==> src/rtl/rdbk_ser_pkg.sv <==
package rdbk_ser_pkg;

  localparam int CRC_W = 4;
  // generator x^4 + x + 1 without its leading term
  localparam logic [CRC_W-1:0] CRC_POLY = 4'b0011;

  typedef enum logic [1:0] {
    PH_IDLE,
    PH_OWN,
    PH_FWD
  } serPhase_t;

  typedef struct packed {
    logic loadStat;
    logic loadCmd;
    logic shift;
    logic fwdSel;
  } serStrobes_t;

endpackage

==> src/rtl/rdbk_ser_ctrl.sv <==
module rdbk_ser_ctrl
  import rdbk_ser_pkg::*;
#(
  parameter int WORD_W = 16
) (
  input  logic        clk,
  input  logic        rstN,
  input  logic        loadStatus,
  input  logic        loadCmd,
  input  logic        shiftStb,
  output serStrobes_t strb
);

  localparam int CW = $clog2(WORD_W);
  localparam logic [CW-1:0] LAST_BIT = CW'(WORD_W - 1);

  serPhase_t phase;
  logic [CW-1:0] bitCnt;
  logic anyLoad;

  assign anyLoad = loadStatus | loadCmd;

  always_ff @(posedge clk) begin
    if (!rstN) begin
      phase  <= PH_IDLE;
      bitCnt <= '0;
    end else if (anyLoad) begin
      phase  <= PH_OWN;
      bitCnt <= '0;
    end else if (shiftStb && phase == PH_OWN) begin
      if (bitCnt == LAST_BIT) begin
        phase  <= PH_FWD;
        bitCnt <= '0;
      end else begin
        bitCnt <= bitCnt + 1'b1;
      end
    end
  end

  always_comb begin
    strb.loadStat = loadStatus;
    strb.loadCmd  = loadCmd & ~loadStatus;
    strb.shift    = shiftStb & ~anyLoad & (phase == PH_OWN);
    strb.fwdSel   = (phase == PH_FWD);
  end

endmodule

==> src/rtl/rdbk_ser_datapath.sv <==
module rdbk_ser_datapath
  import rdbk_ser_pkg::*;
#(
  parameter int NUM_BAL = 6,
  parameter int MSG_W   = 12,
  parameter int WORD_W  = 16
) (
  input  logic               clk,
  input  logic               rstN,
  input  serStrobes_t        strb,
  input  logic [NUM_BAL-1:0] balActive,
  input  logic [NUM_BAL-1:0] gateOkRaw,
  input  logic               cellsOkRaw,
  input  logic               secOkRaw,
  input  logic               tempOkRaw,
  input  logic [MSG_W-1:0]   cmdMsg,
  input  logic               chainIn,
  output logic               serOut
);

  localparam int FLAG_TOP = MSG_W - NUM_BAL - 1;
  localparam int PAD_W    = MSG_W - NUM_BAL - 3;
  localparam logic [WORD_W-1:0] RESET_WORD = {{MSG_W{1'b0}}, {CRC_W{1'b1}}};

  function automatic logic [CRC_W-1:0] crcRem(input logic [MSG_W-1:0] m);
    logic [CRC_W-1:0] r;
    logic fb;
    r = '0;
    for (int i = MSG_W - 1; i >= 0; i--) begin
      fb = m[i] ^ r[CRC_W-1];
      r  = {r[CRC_W-2:0], 1'b0} ^ (fb ? CRC_POLY : '0);
    end
    return r;
  endfunction

  logic [MSG_W-1:0]  statMsg;
  logic [MSG_W-1:0]  selMsg;
  logic [WORD_W-1:0] nextWord;
  logic [WORD_W-1:0] shReg;
  logic              anyActive;

  assign anyActive = |balActive;

  // per-balancer gate-drive bits, balancer 1 in the message MSB
  for (genvar g = 0; g < NUM_BAL; g++) begin : g_gate
    assign statMsg[MSG_W-1-g] = gateOkRaw[g] & balActive[g];
  end

  assign statMsg[FLAG_TOP]   = cellsOkRaw & anyActive;
  assign statMsg[FLAG_TOP-1] = secOkRaw & anyActive;
  assign statMsg[FLAG_TOP-2] = tempOkRaw & anyActive;

  if (PAD_W > 0) begin : g_pad
    assign statMsg[PAD_W-1:0] = '0;
  end

  assign selMsg   = strb.loadStat ? statMsg : cmdMsg;
  assign nextWord = {selMsg, ~crcRem(selMsg)};

  always_ff @(posedge clk) begin
    if (!rstN) begin
      shReg <= RESET_WORD;
    end else if (strb.loadStat || strb.loadCmd) begin
      shReg <= nextWord;
    end else if (strb.shift) begin
      shReg <= {shReg[WORD_W-2:0], 1'b0};
    end
  end

  assign serOut = strb.fwdSel ? chainIn : shReg[WORD_W-1];

endmodule

==> src/rtl/rdbk_serializer.sv <==
module rdbk_serializer
  import rdbk_ser_pkg::*;
#(
  parameter int NUM_BAL = 6
) (
  input  logic                 clk,
  input  logic                 rstN,
  input  logic                 loadStatus,
  input  logic                 loadCmd,
  input  logic                 shiftStb,
  input  logic [NUM_BAL-1:0]   balActive,
  input  logic [NUM_BAL-1:0]   gateOkRaw,
  input  logic                 cellsOkRaw,
  input  logic                 secOkRaw,
  input  logic                 tempOkRaw,
  input  logic [2*NUM_BAL-1:0] cmdMsg,
  input  logic                 chainIn,
  output logic                 serOut
);

  localparam int MSG_W  = 2 * NUM_BAL;
  localparam int WORD_W = MSG_W + CRC_W;

  serStrobes_t strb;

  rdbk_ser_ctrl #(
    .WORD_W(WORD_W)
  ) ctrl_i (
    .clk       (clk),
    .rstN      (rstN),
    .loadStatus(loadStatus),
    .loadCmd   (loadCmd),
    .shiftStb  (shiftStb),
    .strb      (strb)
  );

  rdbk_ser_datapath #(
    .NUM_BAL(NUM_BAL),
    .MSG_W  (MSG_W),
    .WORD_W (WORD_W)
  ) dp_i (
    .clk       (clk),
    .rstN      (rstN),
    .strb      (strb),
    .balActive (balActive),
    .gateOkRaw (gateOkRaw),
    .cellsOkRaw(cellsOkRaw),
    .secOkRaw  (secOkRaw),
    .tempOkRaw (tempOkRaw),
    .cmdMsg    (cmdMsg),
    .chainIn   (chainIn),
    .serOut    (serOut)
  );

endmodule

==> config.mk <==
export PLATFORM = sky130hd
export DESIGN_NAME = rdbk_serializer
export DESIGN_NICKNAME = d
export VERILOG_FILES = /design/src/rtl/rdbk_ser_pkg.sv /design/src/rtl/rdbk_ser_ctrl.sv /design/src/rtl/rdbk_ser_datapath.sv /design/src/rtl/rdbk_serializer.sv
export SDC_FILE = /design/constraint.sdc
export NUM_CORES = 1
export LEC_CHECK = 0
export ABC_AREA = 1
export CELL_PAD_IN_SITES_DETAIL_PLACEMENT = 0
export CELL_PAD_IN_SITES_GLOBAL_PLACEMENT = 1
export CORE_MARGIN = 3
export CORE_UTILIZATION = 36
export DETAILED_ROUTE_END_ITERATION = 7
export GPL_ROUTABILITY_DRIVEN = 0
export PLACE_DENSITY = 0.81
export SYNTH_ARGS = -nofsm -noshare
export SYNTH_HDL_FRONTEND = slang
export SYNTH_HIERARCHICAL = 1
export SYNTH_SLANG_ARGS = --single-unit
==> constraint.sdc <==
create_clock -name clk -period 2.5 [get_ports clk]
set_input_delay 0.5 -clock clk [delete_from_list [all_inputs] [get_ports clk]]
set_output_delay 0.5 -clock clk [all_outputs]
set_load 0.005 [all_outputs]
After elaboration in Yosys (flattened, before gate mapping)
Cells that the tools add are included.
Storage, ports and cells
  output and inout port bits: 1
  word-level logic and storage cells: 76
  bits in registers: 22
  input bits: 33
Operators by class
  mux-type cells: 20
  $add $sub $neg: 1
  bitwise operators: 39
  reduce and logical (&&, ||, !) cells: 9
  equality and inequality tests: 3
Operators with widths (number)
  4-bit XOR: 11
  16-bit 2-to-1 mux: 2
  2-bit 2-to-1 mux: 12
  1-bit AND: 12
  12-bit 2-to-1 mux: 1
  1-bit XOR: 10
  2-bit nonzero test: 3
  6-bit OR reduction: 1
  4-bit by 1-bit adder with 4-bit output (second input constant): 1
  4-bit equality test (second input constant): 1
  1-bit 2-to-1 mux: 4
  4-bit 2-to-1 mux: 1
  4-bit NOT: 1
  2-bit AND reduction: 2
  1-bit NOT: 3
  2-bit by 1-bit equality test with 1-bit output (second input constant): 1
  2-bit equality test (second input constant): 1
  2-bit OR reduction: 1
  1-bit logical AND: 1
  1-bit logical OR: 1
  1-bit bitwise OR: 1
  1-bit XOR (second input constant): 1

Longest topological paths before layout
  word-level depth: 38
  depth in mapped cells: 20
  gate-level depth less buffers: 18

Cells and area by module
Netlist, hierarchy kept.
By module, submodules not included
  rdbk_ser_datapath: area each 1413.9 um^2, instances 1, seq. area each 320.3 um^2, cells an instance 231
  rdbk_ser_ctrl: area each 315.3 um^2, instances 1, seq. area each 120.1 um^2, cells an instance 47

Worst setup path before layout
Ideal clock, no wire load.
  kind: in2reg
  start: in loadStatus
  end: reg dp_i.shReg[1]
  arrival: 1.819 ns
  cell stages on the path: 20
  setup time: 0.112 ns
  setup slack: 0.569 ns
  buffers on the path: 2
  path through: buf_4 inv_2 buf_6 nand2_4 nand2_4 clkinv_2 nand2_2 nand2_2 nand2_2 nand2_1 nand2_4 nand2_4 nand2_1 nand2_1 nand2_1 nand2_1 nand2_1 nand3_1 nand2_1 nand2_1
On the way
  longest elaborated chain between the ends: 22
  elaborated cells on any way between the ends: 43
  classes of those cells: mux: 13; bitwise: 28; reduce/logical: 2
RTL lines
  start, declared: line rdbk_serializer.sv:8  | input logic loadStatus,
  12-bit 2-to-1 mux: line rdbk_ser_datapath.sv:57  | assign selMsg = strb.loadStat ? statMsg : cmdMsg;
  1-bit XOR: line rdbk_ser_datapath.sv:30  | fb = m[i] ^ r[CRC_W-1];
  2-bit 2-to-1 mux: line rdbk_ser_datapath.sv:31  | r = {r[CRC_W-2:0], 1'b0} ^ (fb ? CRC_POLY : '0);
  4-bit XOR (3 in series): line rdbk_ser_datapath.sv:31
  1-bit XOR / 4-bit XOR (equally long branches): line rdbk_ser_datapath.sv:30, rdbk_ser_datapath.sv:31
  2-bit 2-to-1 mux / 1-bit XOR (equally long branches): line rdbk_ser_datapath.sv:31, rdbk_ser_datapath.sv:30
  4-bit XOR / 2-bit 2-to-1 mux (equally long branches): line rdbk_ser_datapath.sv:31
  4-bit XOR (2 in series): line rdbk_ser_datapath.sv:31
  (+2 left out)
  4-bit XOR / 2-bit 2-to-1 mux (equally long branches): line rdbk_ser_datapath.sv:31
  4-bit XOR (2 in series): line rdbk_ser_datapath.sv:31
  1-bit XOR / 4-bit XOR (equally long branches): line rdbk_ser_datapath.sv:30, rdbk_ser_datapath.sv:31
  2-bit 2-to-1 mux / 1-bit XOR (equally long branches): line rdbk_ser_datapath.sv:31, rdbk_ser_datapath.sv:30
  4-bit XOR / 2-bit 2-to-1 mux (equally long branches): line rdbk_ser_datapath.sv:31
  4-bit XOR: line rdbk_ser_datapath.sv:31
  4-bit NOT: line rdbk_ser_datapath.sv:58  | assign nextWord = {selMsg, ~crcRem(selMsg)};
  16-bit 2-to-1 mux: line rdbk_ser_datapath.sv:63  | end else if (strb.loadStat || strb.loadCmd) begin
  end signal, assigned: line rdbk_ser_datapath.sv:64  | shReg <= nextWord;
  end signal, assigned: line rdbk_ser_datapath.sv:66  | shReg <= {shReg[WORD_W-2:0], 1'b0};
  end, declared: line rdbk_ser_datapath.sv:39  | logic [WORD_W-1:0] shReg;
Several ways; a longest one is shown, not always the timed one.
A chain may end at the register's enable or synchronous reset.

Final worst setup path
  start: in balActive[0]
  end: reg dp_i.shReg[1]
On the way
  longest elaborated chain between the ends: 22
  elaborated cells on any way between the ends: 34
  classes of those cells: mux: 10; bitwise: 23; reduce/logical: 1
RTL lines
  start, declared: line rdbk_serializer.sv:11  | input logic [NUM_BAL-1:0] balActive,
  1-bit AND: line rdbk_ser_datapath.sv:46  | assign statMsg[MSG_W-1-g] = gateOkRaw[g] & balActive[g];
  12-bit 2-to-1 mux *: line rdbk_ser_datapath.sv:57
  2-bit 2-to-1 mux: line rdbk_ser_datapath.sv:31
  4-bit XOR (2 in series): line rdbk_ser_datapath.sv:31
  1-bit XOR / 4-bit XOR (equally long branches): line rdbk_ser_datapath.sv:30, rdbk_ser_datapath.sv:31
  2-bit 2-to-1 mux / 1-bit XOR (equally long branches): line rdbk_ser_datapath.sv:31, rdbk_ser_datapath.sv:30
  4-bit XOR / 2-bit 2-to-1 mux (equally long branches): line rdbk_ser_datapath.sv:31
  4-bit XOR (2 in series): line rdbk_ser_datapath.sv:31
  (+2 left out)
  4-bit XOR (tied with other cells): line rdbk_ser_datapath.sv:31
  4-bit XOR / 2-bit 2-to-1 mux (equally long branches): line rdbk_ser_datapath.sv:31
  4-bit XOR * (2 in series): line rdbk_ser_datapath.sv:31
  1-bit XOR / 4-bit XOR (equally long branches): line rdbk_ser_datapath.sv:30, rdbk_ser_datapath.sv:31
  2-bit 2-to-1 mux / 1-bit XOR (equally long branches): line rdbk_ser_datapath.sv:31, rdbk_ser_datapath.sv:30
  4-bit XOR * (2 in series): line rdbk_ser_datapath.sv:31
  4-bit NOT *: line rdbk_ser_datapath.sv:58
  16-bit 2-to-1 mux *: line rdbk_ser_datapath.sv:63
Every way passes the cells marked *; elsewhere a longest branch is shown, timed or not.

==> out/results.tsv <==
stage	metric	value	unit
floorplanning	start_util	38.39	%
setup_path	timing.rr.start	ctrl_i/phase[0]	
setup_path	cp_num_cells	18	
yosys	synth_nets	312	
route	vias	1776	
layout	diodes	0	
route	viasPerCell	4.749	
layout	drive_above_1_share	16.77	%
setup_path	rr_worst_depth	9	
setup_path	r2r_end	dp_i/shReg[3]	
yosys	yosysUniqueCellTypes	26	
setup_path	arrival	2.27	ns
power_and_ir_drop	p_leak	1.095	nW
placed_design	portBuffers	33	
clock_tree	clk_pin_slew	0.08	ns
timing	worst_slew_pin_slew	0.3841	ns
grt	overflow	0	
floorplanning	rows	24	
floorplanning	fp.dieH	75.31	µm
setup_path	path_class	in2reg	
yosys	syn_inst	278	
timing	fin_crit_sh	84.56	%
timing	hold_viol	0	
placed_design	dp_hpwl	3356	µm
min_path	whs_endpoint	dp_i/shReg[12]	
yosys	avgSynthCellArea	6.220	µm²
route	dr.first_iter.drc_count	123	
yosys	syn_area	1729	µm²
route	drtPass1Iterations	4	
min_path	hold_class	reg2reg	
floorplanning	io_pins	34	
timing	clock.fmax	0.4731	GHz
setup_path	critPathTopFamily	simple AND/OR/NAND/NOR gates	
clock_tree	clk_path_buf_depth	2	
setup_path	slowest_delay	0.51	ns
grt	track_usage	14.94	%
power_and_ir_drop	power.density	454.8	nW/µm²
route	drt_wl_total	4017	µm
timing	hold_slack	0.4821	ns
placed_design	pre_cts_slack	-0.1142	ns
clock_tree	cts_tree	yes	
grt	grt_max_degree	17	
clock_tree	cts_hold_buf	0	
route	ant_nets	0	
setup_path	endpoint_kind	flop	
setup_path	critPathLaunchType	input port	
timing	setup_ws	0.3861	ns
grt	grt_pass1_vias	1674	
yosys	ys_warn_count	6	
flow_run	cap_violations	0	
layout	nets	357	
setup_path	path_common_cell	nand2_1	
setup_path	crit_slowest_cell	clkdlybuf4s50_1	
run_status	run_status	complete, no violations	
setup_path	crit_path_cell_trace	clkdlybuf4s50_1 -> nand2_1 -> nand2_1 -> nand2_1 -> nand2_1 -> nand2_1 -> nand2_1 -> nand2_2 -> inv_2 -> nand2_1 -> nand3_1 -> nand2_1 -> nand2_1 -> nand2_1 -> nand2_1 -> nand3_1 -> nand2_1 -> nand2_1	
clock_tree	clock_sinks	22	
timing	min_period	2.114	ns
yosys	ys_ff_latch	22	
floorplanning	die-width	75.31	µm
route	wl_per_cell	10.74	µm
timing	maxSlewViolCount	0	
placed_design	postPlaceCellArea	2197	µm²
clock_tree	htreeDepth	1	
yosys	synth_seq_area_share	25.47	%
setup_path	path_buf_inv	2	
route	route.detailed.drc	0	
layout	finalNonFillerCells	374	
timing	rsz0062_at_grt	false	
grt	grt_pass1_wl	6803	µm
clock_tree	numCtsBuffers	3	
setup_path	r2r_slack	0.79	ns
power_and_ir_drop	p_total	1.027	mW
timing	slew_headroom	74.36	%
min_path	worstHoldStart	dp_i/shReg[11]	
grt	antenna_found_initial	0	
timing	fin_worst_skew	0.002015	ns
timing	finalSetupViolCount	0	
placed_design	placedCellCount	370	
min_path	whs_path_depth	2	
clock_tree	cts_root_buf	clkbuf_8	
floorplanning	core-area	4504	µm²
power_and_ir_drop	ir_worst_vdd	156.9	µV
layout	area_growth	30.61	%
setup_path	critPathRequiredTime	2.66	ns
setup_path	cp_max_fo	4	
clock_tree	clock_latency	0.26	ns
floorplanning	dieArea	5671	µm²
layout	stdcell_area	2258	µm²
[cells in the final DEF, fill, tap and decap left out, drive strengths merged]
master	count
clkdlybuf4s50	32
o21ai	17
clkbuf	4
buf	15
xor2	2
a21oi	16
o211ai	2
mux2	1
xnor2	1
nor2	21
clkinv	2
a221oi	5
dfxtp	22
nand2	104
dlymetal6s2s	1
inv	35
ha	1
nand3	40
or2	1
[routing by layer]
metal | wire (µm) | part of all wire, % | vias to the layer above | global-route usage (%)
li1 | - | - | 977 | -
met1 | 1963 | 49 | 769 | 18.65
met2 | 1921 | 48 | 28 | 27.23
met3 | 105 | 2.6 | 2 | 0.9235
met4 | 26 | 0.65 | 0 | 4.854
met5 | 0 | 0 | - | 0
[cell families (layout without fill, tap and decap cells)]
| group | Yosys count | after routing | synth area share, % |
|---|---|---|---|
| flops | 22 | 22 | 25.47 |
| fa+ha+maj | 1 | 1 | 0.7235 |
| compound gates | 40 | 40 | 12.95 |
| xor+xnor | 3 | 3 | 3.040 |
| buf+inv | 45 | 89 | 11.14 |
| mux | 1 | 1 | 0.6512 |
| simple gates | 166 | 166 | 46.02 |
[Yosys cell counts]
| library cell | count | area, µm² |
|---|---|---|
| mux2_2 | 1 | 11.26 |
| nand2_2 | 11 | 68.82 |
| dfxtp_1 | 22 | 440.4 |
| a221oi_1 | 5 | 43.79 |
| inv_1 | 30 | 112.6 |
| a21oi_1 | 16 | 80.08 |
| clkbuf_1 | 4 | 15.01 |
| clkinv_1 | 1 | 3.750 |
| inv_2 | 5 | 18.77 |
| buf_6 | 2 | 22.52 |
| nor2_1 | 19 | 71.32 |
| nand3_2 | 5 | 50.05 |
| nand2_4 | 7 | 78.83 |
| o211ai_1 | 2 | 15.01 |
| ha_1 | 1 | 12.51 |
| nand3_1 | 35 | 175.2 |
| xor2_2 | 1 | 16.27 |
| o21ai_0 | 14 | 70.07 |
| buf_4 | 2 | 15.01 |
| nor2_4 | 2 | 22.52 |
| nand2_1 | 86 | 322.8 |
| xnor2_1 | 1 | 8.760 |
| or2_2 | 1 | 6.260 |
| o21ai_1 | 3 | 15.01 |
| xor2_4 | 1 | 27.53 |
| clkinv_2 | 1 | 5.000 |
[report_power, final]
part | internal [mW] | switching (mW)
Clock | 0.140 | 0.109
Combinational | 0.175 | 0.213
Sequential | 0.377 | 0.0125
Total | 0.692 | 0.335
[flip-flops by register name (all words and copies together) (netlist names)]
name	count
ctrl_i/phase	2
dp_i/shReg	16
ctrl_i/bitCnt	4
[worst min-delay path, stage by stage, from the launching register on]
cell      delay [ns]
dfxtp_1         0.31
nand2_1         0.06
a221oi_1        0.06
[what timing repair did]
item | CTS | global route
setup buffers | 0 | 0
resized for setup | 0 | 2
setup endpoints to repair | 0 | 1
[worst max-delay path by stage]
| stage | to | start | slack [ns] |
|---|---|---|---|
| 2_1_floorplan | dp_i/shReg[1] | loadStatus | 0.57 |
| 3_5_place_dp | dp_i/shReg[1] | loadStatus | -0.11 |
| 5_1_grt | dp_i/shReg[1] | balActive[0] | 0.15 |
| 6_report | dp_i/shReg[1] | balActive[0] | 0.39 |
| 3_3_place_gp | dp_i/shReg[1] | loadStatus | -0.07 |
| 4_1_cts | dp_i/shReg[1] | loadStatus | 0.17 |
[per-stage QoR]
step | setup TNS (ns) | utilization [%]
floorplan | 0 | -
global placement | -0.08068 | 48.78
detailed placement | -0.1880 | 48.78
CTS | 0 | 50.00
global route | 0 | 50.14
finish | 0 | 50.14
[cell type report]
cell class / count / area [µm²]
Multi-Input combinational cell: 211 / 1096
Timing Repair Buffer: 48 / 461.7
Fill cell: 470 / 2246
Inverter: 37 / 140.1
Sequential cell: 22 / 440.4
Clock buffer: 4 / 55.05
Tap cell: 52 / 65.06
(Power assumes the default switching activity.)
